--- src/rtl/sync_phase_pkg.sv ---
package sync_phase_pkg;

    typedef enum logic [1:0] {
        MODE_OFF    = 2'd0,
        MODE_MASTER = 2'd1,
        MODE_SLAVE  = 2'd2
    } mode_e;

    function automatic mode_e pick_mode(input logic en, input logic slave);
        if (!en) begin
            return MODE_OFF;
        end
        return slave ? MODE_SLAVE : MODE_MASTER;
    endfunction

endpackage

--- src/rtl/sync_fall_det.sv ---
module sync_fall_det #(
    parameter int STAGES = 2
) (
    input  logic clk,
    input  logic rst_n,
    input  logic arm,
    input  logic line_in,
    output logic fall
);
    typedef struct packed {
        logic [STAGES:0] pipe;
    } det_t;

    det_t det_d, det_q;

    always_comb begin
        det_d      = det_q;
        det_d.pipe = {det_q.pipe[STAGES-1:0], line_in};
    end

    always_ff @(posedge clk or negedge rst_n) begin
        if (!rst_n) begin
            det_q <= '0;
        end else begin
            det_q <= det_d;
        end
    end

    // pipe[STAGES-1] is the synchronized level, pipe[STAGES] its previous value
    assign fall = arm && det_q.pipe[STAGES] && !det_q.pipe[STAGES-1];

endmodule

--- src/rtl/sync_phase_ctr.sv ---
module sync_phase_ctr #(
    parameter int HP_W = 8
) (
    input  logic            clk,
    input  logic            rst_n,
    input  logic            run,
    input  logic            drive_sync,
    input  logic            realign,
    input  logic [HP_W-1:0] half_period,
    output logic            sync_level,
    output logic            tick
);
    localparam int CNT_W = HP_W + 1;

    typedef struct packed {
        logic [CNT_W-1:0] cnt;
        logic             sync;
        logic             tick;
    } ctr_t;

    ctr_t ctr_d, ctr_q;

    logic [HP_W-1:0]  half_eff;
    logic [CNT_W-1:0] last_cnt;

    always_comb begin
        half_eff = (half_period == '0) ? HP_W'(1) : half_period;
        last_cnt = {half_eff, 1'b0} - CNT_W'(1);

        ctr_d = ctr_q;
        if (!run) begin
            ctr_d.cnt = last_cnt;
        end else if (realign) begin
            ctr_d.cnt = '0;
        end else if (ctr_q.cnt >= last_cnt) begin
            ctr_d.cnt = '0;
        end else begin
            ctr_d.cnt = ctr_q.cnt + CNT_W'(1);
        end
        ctr_d.tick = run && (ctr_d.cnt == '0);
        ctr_d.sync = run && drive_sync && (ctr_d.cnt < {1'b0, half_eff});
    end

    always_ff @(posedge clk or negedge rst_n) begin
        if (!rst_n) begin
            ctr_q <= '0;
        end else begin
            ctr_q <= ctr_d;
        end
    end

    assign sync_level = ctr_q.sync;
    assign tick       = ctr_q.tick;

endmodule

--- src/rtl/sync_phase_unit.sv ---
module sync_phase_unit
    import sync_phase_pkg::*;
#(
    parameter int HP_W        = 8,
    parameter int SYNC_STAGES = 2
) (
    input  logic            clk,
    input  logic            rst_n,
    input  logic            enable,
    input  logic            slave_mode,
    input  logic [HP_W-1:0] half_period,
    input  logic            sync_in,
    output logic            sync_out,
    output logic            sync_oe,
    output logic            osc_tick
);
    typedef struct packed {
        logic oe;
    } top_t;

    top_t  top_d, top_q;
    mode_e mode;
    logic  run, drive, arm, fall;

    always_comb begin
        mode     = pick_mode(enable, slave_mode);
        run      = (mode != MODE_OFF);
        drive    = (mode == MODE_MASTER);
        arm      = (mode == MODE_SLAVE);
        top_d    = top_q;
        top_d.oe = drive;
    end

    always_ff @(posedge clk or negedge rst_n) begin
        if (!rst_n) begin
            top_q <= '0;
        end else begin
            top_q <= top_d;
        end
    end

    sync_fall_det #(.STAGES(SYNC_STAGES)) u_fall (
        .clk     (clk),
        .rst_n   (rst_n),
        .arm     (arm),
        .line_in (sync_in),
        .fall    (fall)
    );

    sync_phase_ctr #(.HP_W(HP_W)) u_ctr (
        .clk         (clk),
        .rst_n       (rst_n),
        .run         (run),
        .drive_sync  (drive),
        .realign     (fall),
        .half_period (half_period),
        .sync_level  (sync_out),
        .tick        (osc_tick)
    );

    assign sync_oe = top_q.oe;

endmodule

--- config.mk ---
export PLATFORM = sky130hd
export DESIGN_NAME = sync_phase_unit
export DESIGN_NICKNAME = d
export VERILOG_FILES = /design/src/rtl/sync_phase_pkg.sv /design/src/rtl/sync_fall_det.sv /design/src/rtl/sync_phase_ctr.sv /design/src/rtl/sync_phase_unit.sv
export SDC_FILE = /design/constraint.sdc
export NUM_CORES = 1
export LEC_CHECK = 0
export ABC_CLOCK_PERIOD_IN_PS = 2510
export BUFFER_PORTS_ARGS = -buffer_cell sky130_fd_sc_hd__buf_2
export CORE_ASPECT_RATIO = 1.25
export CORE_UTILIZATION = 40
export DETAILED_ROUTE_END_ITERATION = 10
export MAX_ROUTING_LAYER = met4
export PLACE_DENSITY = 0.73
export SLEW_MARGIN = 30
export SYNTH_ARGS = -nofsm -noshare
export SYNTH_HDL_FRONTEND = slang
export SYNTH_HIERARCHICAL = 1
export SYNTH_SLANG_ARGS = --single-unit
--- constraint.sdc ---
create_clock -name clk -period 2.51 [get_ports clk]
set_clock_uncertainty 0.15 [all_clocks]
set_input_delay 0.753 -clock clk [delete_from_list [all_inputs] [get_ports clk]]
set_output_delay 0.753 -clock clk [all_outputs]
set_load 0.03 [all_outputs]
==> results of run 1 <==
## cells in the final DEF (no fill, tap or decap), types with 4 or more instances in the layout
master and n:
buf_4 41, dfrtp_1 15, nand2_1 15, buf_6 13, ha_1 13, buf_2 8, inv_1 8, xnor2_1 8
nand3_1 6, nor2_1 4, a21oi_1 4, o22ai_1 4
## final timing paths
check | start | end | cells past startpoint
min in group clk | u_fall/det_q[0] | u_fall/det_q[1] | 0
hold reg to reg | u_fall/det_q[0] | u_fall/det_q[1] | 0
setup / recovery | half_period[4] | u_ctr/sync_level | 17
hold / removal | rst_n | u_ctr/ctr_q[8] | 1
max in group asynchronous | rst_n | u_ctr/ctr_q[3] | 1
setup reg to reg | u_ctr/ctr_q[4] | u_ctr/sync_level | 12
## critical path: stages
cell and delay (ps):
buf_6 100, nor4_4 310, buf_4 170, buf_4 100, nand2_1 50, o21ai_1 280, ha_1 350, a211oi_4 290
o221ai_2 150, or3b_4 420, o21ai_4 100, ha_4 230, a21oi_2 130, nand4b_1 130, a21oi_2 170, nand3_1 110
a311oi_2 290
## sequential cells by signal, indices dropped and copies added, names as in the netlist
signal / flops
u_ctr/sync_level: 1
u_ctr/tick: 1
u_fall/det_q: 3
sync_oe: 1
u_ctr/ctr_q: 9
## power by group
part	total [mW]	leakage (nW)	internal, mW	switching, mW
combinational	0.551	0.733	0.281	0.270
sequential	0.287	0.185	0.269	0.0177
clock	0.143	0.0177	0.0595	0.0837
total	0.981	0.936	0.609	0.371
## metrics by stage
step / worst slack [ps] / area (um^2) / instances / setup TNS [ps]
6_report: -1570 / 2030 / 237 / -5950
5_1_grt: -1760 / 2030 / 237 / -7430
4_1_cts: -1360 / 1880 / 233 / -5180
3_5_place_dp: -1890 / 1690 / 223 / -8440
3_3_place_gp: -1790 / 1690 / 223 / -7910
2_1_floorplan: -1400 / 1290 / 136 / -5170
## what timing repair did
| action | 4_1_cts | 5_1_grt |
|---|---|---|
| endpoints found under the setup margin | 11 | 11 |
| gates resized for setup | 20 | 28 |
| buffers inserted | 6 | 5 |
| pin swaps | 12 | 7 |
## cells by family (layout without fill, tap and decap cells)
kind of cell	after synthesis	count (layout)
buffers and inverters	13	78
muxes	1	1
DFF	15	15
AOI/OAI and AO/OA	33	33
adders and majority gates	16	16
xor gates and xnor gates	14	14
and+or+nand+nor	44	44
## metal layers
| metal | share of wire [%] | up-vias |
|---|---|---|
| met4 | 8.0 | 0 |
| met1 | 32 | 682 |
| met2 | 55 | 68 |
| met3 | 4.6 | 38 |
| met5 | 0 | - |
| li1 | - | 628 |
## layout make-up
class / count / area, um^2
repair buffers: 65 / 539
clock buffers: 3 / 22.5
multi-input cells: 108 / 1000
fillers: 196 / 917
clock inverters: 1 / 5.00
well taps: 36 / 45.0
flip-flops and latches: 15 / 375
inverters: 9 / 36.3
==> flow_summary.ini, run 1 <==
[route]
drtAntennaViolNets = 0
drtIter0Drc = 70
drc = 0
dr.pass1.iters = 4
finalWirelength_um = 4490
routedWlPerCell_um = 19.0
vias = 1416
via_per_inst = 5.97

[global_route]
grt_max_degree = 26
met2_usage_pct = 50.8
track_usage_pct = 28.4
gr-total-overflow = 0
grt.busiest_layer = met2
antenna_found_initial = 0
use_met3_pct = 4.69
grt_pass1_wl_um = 6840
grt_pass1_vias = 1574
use_met1_pct = 26.2

[logic_synthesis]
synthAdderAreaFrac_pct = 16.0
synthXorXnorAreaFrac_pct = 9.82
syn_nets = 165
muxShareOfSynthArea_pct = 0.802
syn_avg_cell_area_um2 = 9.18
ys.warnings.count = 6
synth_edf_count = 0
synth.most_common_cell = ha_1
yosysTopAreaCellShare_pct = 30.1
async_flop_share_pct = 100
synth_area_mm2 = 0.00125
ys_seq_elements = 15
yosys.area_share.simple_pct = 20.2
synth_area_leaders = dfrtp_1, ha_1, xnor2_1, nand2_1, o22ai_1
synth_compound_area_share_pct = 19.0
yosys.area.top_type = dfrtp_1
synthTopCellsByCount = ha_1, dfrtp_1, nand2_1
synth_top_family_by_area = simple AND/OR/NAND/NOR gates
synth_cells = 136
synth-seq-area-share_pct = 30.1
synth_cell_types = 40
synthFlopType = dfrtp_1

[clock_tree]
cts_hold_buf = 0
clkTransAtPathRegs_ps = 90
clock-root-buffer = clkbuf_4
clk_path_buf_depth = 2
cts_tree = built
clock_latency_ps = 300
clock-sinks = 15
h-tree-depth = 1
cts_made_buffers = 3

[flow_run]
cap_violations = 0

[timing]
fin_ws_ps = -1570
max_freq_ghz = 0.245
rsz0062_at_grt = true
worst_pin_slew_ps = 343
slew_violations = 0
hold_viol_final = 0
max_slew_margin_pct = 77.0
setup_violations = 11
post-route-period-util_pct = 163
finalCriticalPeriod_ps = 4080
fin_hold_ws_ps = 194

[worst_setup_path]
ff2ff_setup_slack_ps = -560
crit_type = in -> reg
start_kind = input pin
required_ps = 2560
path_max_fanout = 2
arrival_ps = 4130
cp-end-kind = flip-flop

[pwr]
power.density_mw_per_mm2 = 484
leakage_nw = 0.936
ir_worst_vdd_v = 0.000318
p_total_mw = 0.981

[floorplan]
fp.dieH_um = 64.5
top_level_ports = 16
coreArea_mm2 = 0.00295
initial_core_util_pct = 42.4
die_x_um = 52.0
rows = 22
dieArea_mm2 = 0.00335

[min_path]
hp-class = in -> async

[finish]
insertedDiodeCount = 0
area_growth_pct = 62.4
nets = 231
drive_gt1_share_pct = 49.3
final_core_util_pct = 68.9

[run_status]
status = complete, but fails checks
violations = negative setup slack

[placement]
post-dp-hpwl_um = 2920
port_buffers = 15
gp_congestion = 0.914
Note: power is estimated with default switching activity, not from simulation.
==> run 2: changes to the inputs <==
SKIP_CTS_REPAIR_TIMING = 1   (was not set)
==> flow_summary.ini, run 2 (synthesis gave the netlist of run 1 again) <==
[clock_tree]
cts_tree = built
h-tree-depth = 1
clkTransAtPathRegs_ps = 90
clk_path_buf_depth = 2
cts_made_buffers = 3
clock-root-buffer = clkbuf_4
clock-sinks = 15
clock_latency_ps = 290

[finish]
seq_area_um2 = 375
mostFrequentLayoutCell = buf_4
design_area_mm2 = 0.00190
drive_gt1_share_pct = 45.1
insertedDiodeCount = 0
fillers = 215
final_cell_mix = buf_4, dfrtp_1, nand2_1, ha_1, xnor2_1
top_register = u_ctr/ctr_q
final_core_util_pct = 64.6
top_regs = u_ctr/ctr_q x9, u_fall/det_q x3
area_growth_pct = 52.4
largest_reg_flops = 9
multi_input_area_um2 = 973
nets = 223

[global_route]
track_usage_pct = 24.1
antenna_found_initial = 0
gr-total-overflow = 0
grt_max_degree = 26
grt_pass1_wl_um = 5890
grt_pass1_vias = 1419

[worst_setup_path]
start_kind = input pin
cp_slowest_stage_delay_ps = 420
crit_buf_inv = 2
cp_top_family = compound AO/OA/AOI/OAI gates
cp-end-kind = flip-flop
required_ps = 2560
crit_type = in -> reg
crit_chain = buf_6 > nor4_4 > a21o_4 > inv_4 > ha_4 > nor3b_4 > nand3_2 > xnor2_4 > ha_4 > a211oi_4 > o221ai_2 > or3b_4 > o21ai_4 > ha_4 > a21oi_2 > nand4b_1 > a21oi_2 > nand3_1 > a311oi_2
path_max_fanout = 3
arrival_ps = 4090
critPathSlowestCell = or3b_4
crit_top_cell = ha_4

[placement]
gp_congestion = 0.914
post-dp-hpwl_um = 2920
placed_cell_area_mm2 = 0.00169
port_buffers = 15

[timing]
hold_viol_final = 0
rsz0062_at_grt = true
max_freq_ghz = 0.248
max_slew_margin_pct = 77.2
post-route-period-util_pct = 161
finalCriticalPeriod_ps = 4040
worst_pin_slew_ps = 343
fin_ws_ps = -1530
slew_violations = 0
setup_violations = 11

[pwr]
leakage_nw = 0.875
power.density_mw_per_mm2 = 463
ir_worst_vdd_v = 0.000320

[route]
drtAntennaViolNets = 0
routedWlPerCell_um = 17.0
highest_layer = met4
wl_met2_um = 2150
via_per_inst = 5.72
drtIter0Drc = 53
drc = 0
wl_met1_um = 1420
dr.pass1.iters = 4
wl_met3_um = 144
finalWirelength_um = 3890
vias = 1310

[floorplan]
coreArea_mm2 = 0.00295
fp.dieH_um = 64.5
rows = 22
dieArea_mm2 = 0.00335
die_x_um = 52.0
top_level_ports = 16
initial_core_util_pct = 42.4

[run_status]
violations = negative setup slack
status = complete, but fails checks

[min_path]
hp-class = in -> async

[flow_run]
cap_violations = 0
run 2: cell types whose count changed in the layout (fill, tap and decap cells not counted), sizes merged:
cell	change
buf	-8
run 2: stage by stage:
| stage | setup WS (ps) | cells | hold slack (ps) | TNS (ps) | total power [mW] |
|---|---|---|---|---|---|
| final | -1530 | 229 | 203 | -5040 | 0.880 |
| after global routing | -1650 | 229 | 205 | -5850 | 0.938 |
| after CTS | -1610 | 227 | 210 | -5220 | 0.827 |
| after detailed placement | -1890 | 223 | 194 | -8440 | 0.691 |
| after global placement | -1790 | 223 | 191 | -7910 | 0.671 |
| after floorplan | -1400 | 136 | 181 | -5170 | 0.508 |
run 2: power by group:
group	internal, mW	total [mW]	switching, mW
clock	0.0592	0.135	0.0753
combinational	0.224	0.460	0.236
sequential	0.269	0.286	0.0166
total	0.552	0.880	0.328
run 2: worst paths after layout:
kind,start,to,slack (ps),cells past startpoint
min in group clk,u_fall/det_q[0],u_fall/det_q[1],210,0
setup reg to reg,u_ctr/ctr_q[4],u_ctr/sync_level,-530,12
setup / recovery,half_period[4],u_ctr/sync_level,-1530,19
hold / removal,rst_n,u_ctr/ctr_q[8],200,1
max in group asynchronous,rst_n,u_ctr/ctr_q[3],1740,1
hold reg to reg,u_fall/det_q[0],u_fall/det_q[1],210,0
run 2: routing by layer:
metal / vias to the layer above / global-route usage (%)
li1: 617 / -
met1: 620 / 23.9
met2: 54 / 44.1
met3: 19 / 3.05
met4: 0 / 12.8
met5: - / -
run 2: area by class of cell:
type | count | area share [%]
Clock inverter | 1 | 0.263
Multi-Input combinational cell | 108 | 51.2
Clock buffer | 3 | 1.18
Inverter | 9 | 1.91
Sequential cell | 15 | 19.7
Timing Repair Buffer | 57 | 23.4
Tap cell | 36 | 2.37
==> run 3: changes to the inputs <==
BUFFER_PORTS_ARGS = not set   (was -buffer_cell sky130_fd_sc_hd__buf_2)
CORE_MARGIN = 2   (was not set)
DONT_BUFFER_PORTS = 1   (was not set)
PLACE_DENSITY = 0.68   (was 0.73)
==> flow_summary.ini, run 3 (synthesis gave the netlist of run 1 again) <==
[run_status]
status = complete, but fails checks
violations = negative setup slack

[timing]
hold_viol_final = 0
max_freq_ghz = 0.266
setup_violations = 11
rsz0062_at_grt = true
max_slew_margin_pct = 55.9
fin_ws_ps = -1250
post-route-period-util_pct = 150
finalCriticalPeriod_ps = 3760
fin_hold_ws_ps = 212
worst_pin_slew_ps = 659
slew_violations = 0

[min_path]
holdPathStages = 0
worstHoldStart = u_fall/det_q[0]
hp-class = reg -> reg

[finish]
area_growth_pct = 39.4
mostFrequentLayoutCell = buf_4
insertedDiodeCount = 0
fillers = 238
largest_reg_flops = 9
top_register = u_ctr/ctr_q
top_regs = u_ctr/ctr_q x9, u_fall/det_q x3
nets = 207
final_cells = 213
drive_gt1_share_pct = 39.5
final_cell_mix = buf_4, dfrtp_1, nand2_1, ha_1, xnor2_1
seq_area_um2 = 375
multi_input_area_um2 = 931

[global_route]
grt_pass1_vias = 1233
track_usage_pct = 20.7
gr-total-overflow = 0
grt_pass1_wl_um = 5260
grt_max_degree = 27
antenna_found_initial = 0

[floorplan]
die_x_um = 54.0
rows = 22
top_level_ports = 16
fp.dieH_um = 66.5
initial_core_util_pct = 42.4
dieArea_mm2 = 0.00359
coreArea_mm2 = 0.00295

[route]
via_per_inst = 5.68
drtIter0Drc = 34
dr.pass1.iters = 4
vias = 1210
drtAntennaViolNets = 0
drc = 0
routedWlPerCell_um = 16.6
finalWirelength_um = 3540

[flow_run]
cap_violations = 0

[placement]
port_buffers = 0
gp_congestion = 0.920
dp.cells = 199
post-dp-hpwl_um = 2660

[pwr]
leakage_nw = 0.784
ir_worst_vdd_v = 0.000293
power.density_mw_per_mm2 = 495

[clock_tree]
h-tree-depth = 1
clk_path_buf_depth = 2
cts_made_buffers = 3
clock-root-buffer = clkbuf_4
clock_latency_ps = 300
clock-sinks = 15
clkTransAtPathRegs_ps = 90
cts_tree = built

[worst_setup_path]
ff2ff_path_depth = 13
timing.rr.start = u_ctr/ctr_q[3]
start_kind = input pin
required_ps = 2570
cp-startpoint = half_period[4]
cp-end-kind = flip-flop
path_max_fanout = 3
crit_type = in -> reg
arrival_ps = 3820
==> run 3: cell types whose count changed in the layout (fill, tap and decap cells not counted), moves of 2 or more <==
cell,change
xnor2_1,+2
buf_4,-6
buf_2,-8
o22ai_2,+2
o22ai_1,-2
buf_8,-3
==> run 3: area by class of cell <==
class / instances / area share, %
sequential: 15 / 21.6
tap: 36 / 2.59
multi-input combinational: 108 / 53.5
inverter: 9 / 2.08
timing repair buffer: 41 / 18.7
clock inverter: 1 / 0.288
clock buffer: 3 / 1.29
==> run 3: where the power goes <==
part	switching, mW	internal (mW)	total [mW]
sequential	0.0292	0.269	0.298
clock	0.0832	0.0595	0.143
combinational	0.202	0.219	0.421
==> run 3: through the flow <==
stage | TNS, ps | setup WS [ps] | power [mW] | utilization, % | area [um^2]
floorplan | -5170 | -1400 | 0.508 | - | 1290
global placement | -6220 | -1590 | 0.633 | 52.6 | 1550
detailed placement | -6880 | -1660 | 0.644 | 52.6 | 1550
CTS | -3540 | -1360 | 0.779 | 53.6 | 1580
global route | -4040 | -1400 | 0.914 | 59.1 | 1740
finish | -2980 | -1250 | 0.862 | 59.1 | 1740
==> run 3: worst max-delay path, stage by stage <==
cell and delay (ps):
nor4_4 290, a21o_4 180, inv_4 40, ha_4 150
nor3b_4 150, nand3_2 80, xnor2_2 100, ha_4 170
a211oi_2 230, o221ai_2 140, or3b_1 380, o21ai_2 80
ha_1 270, buf_4 140, nand2_1 110, nor3_2 60
buf_4 130, o31a_1 120, a311oi_2 230
==> run 3: layer usage <==
layer	wire length, um	track usage (%)	share of wire (%)	up-vias
met5	0	-	0	-
met4	143	13.4	4.0	0
met3	96	1.79	2.7	11
met2	1880	33.4	53	30
met1	1420	24.1	40	588
li1	-	-	-	581
==> run 3: worst paths after layout <==
| path | to | slack [ps] |
|---|---|---|
| worst max-delay path | u_ctr/sync_level | -1250 |
| worst min-delay path | u_fall/det_q[1] | 210 |
| worst max register to register | u_ctr/sync_level | -470 |
| worst min register to register | u_fall/det_q[1] | 210 |
| max in group asynchronous | u_ctr/tick | 1020 |
| min in group asynchronous | u_fall/det_q[1] | 770 |
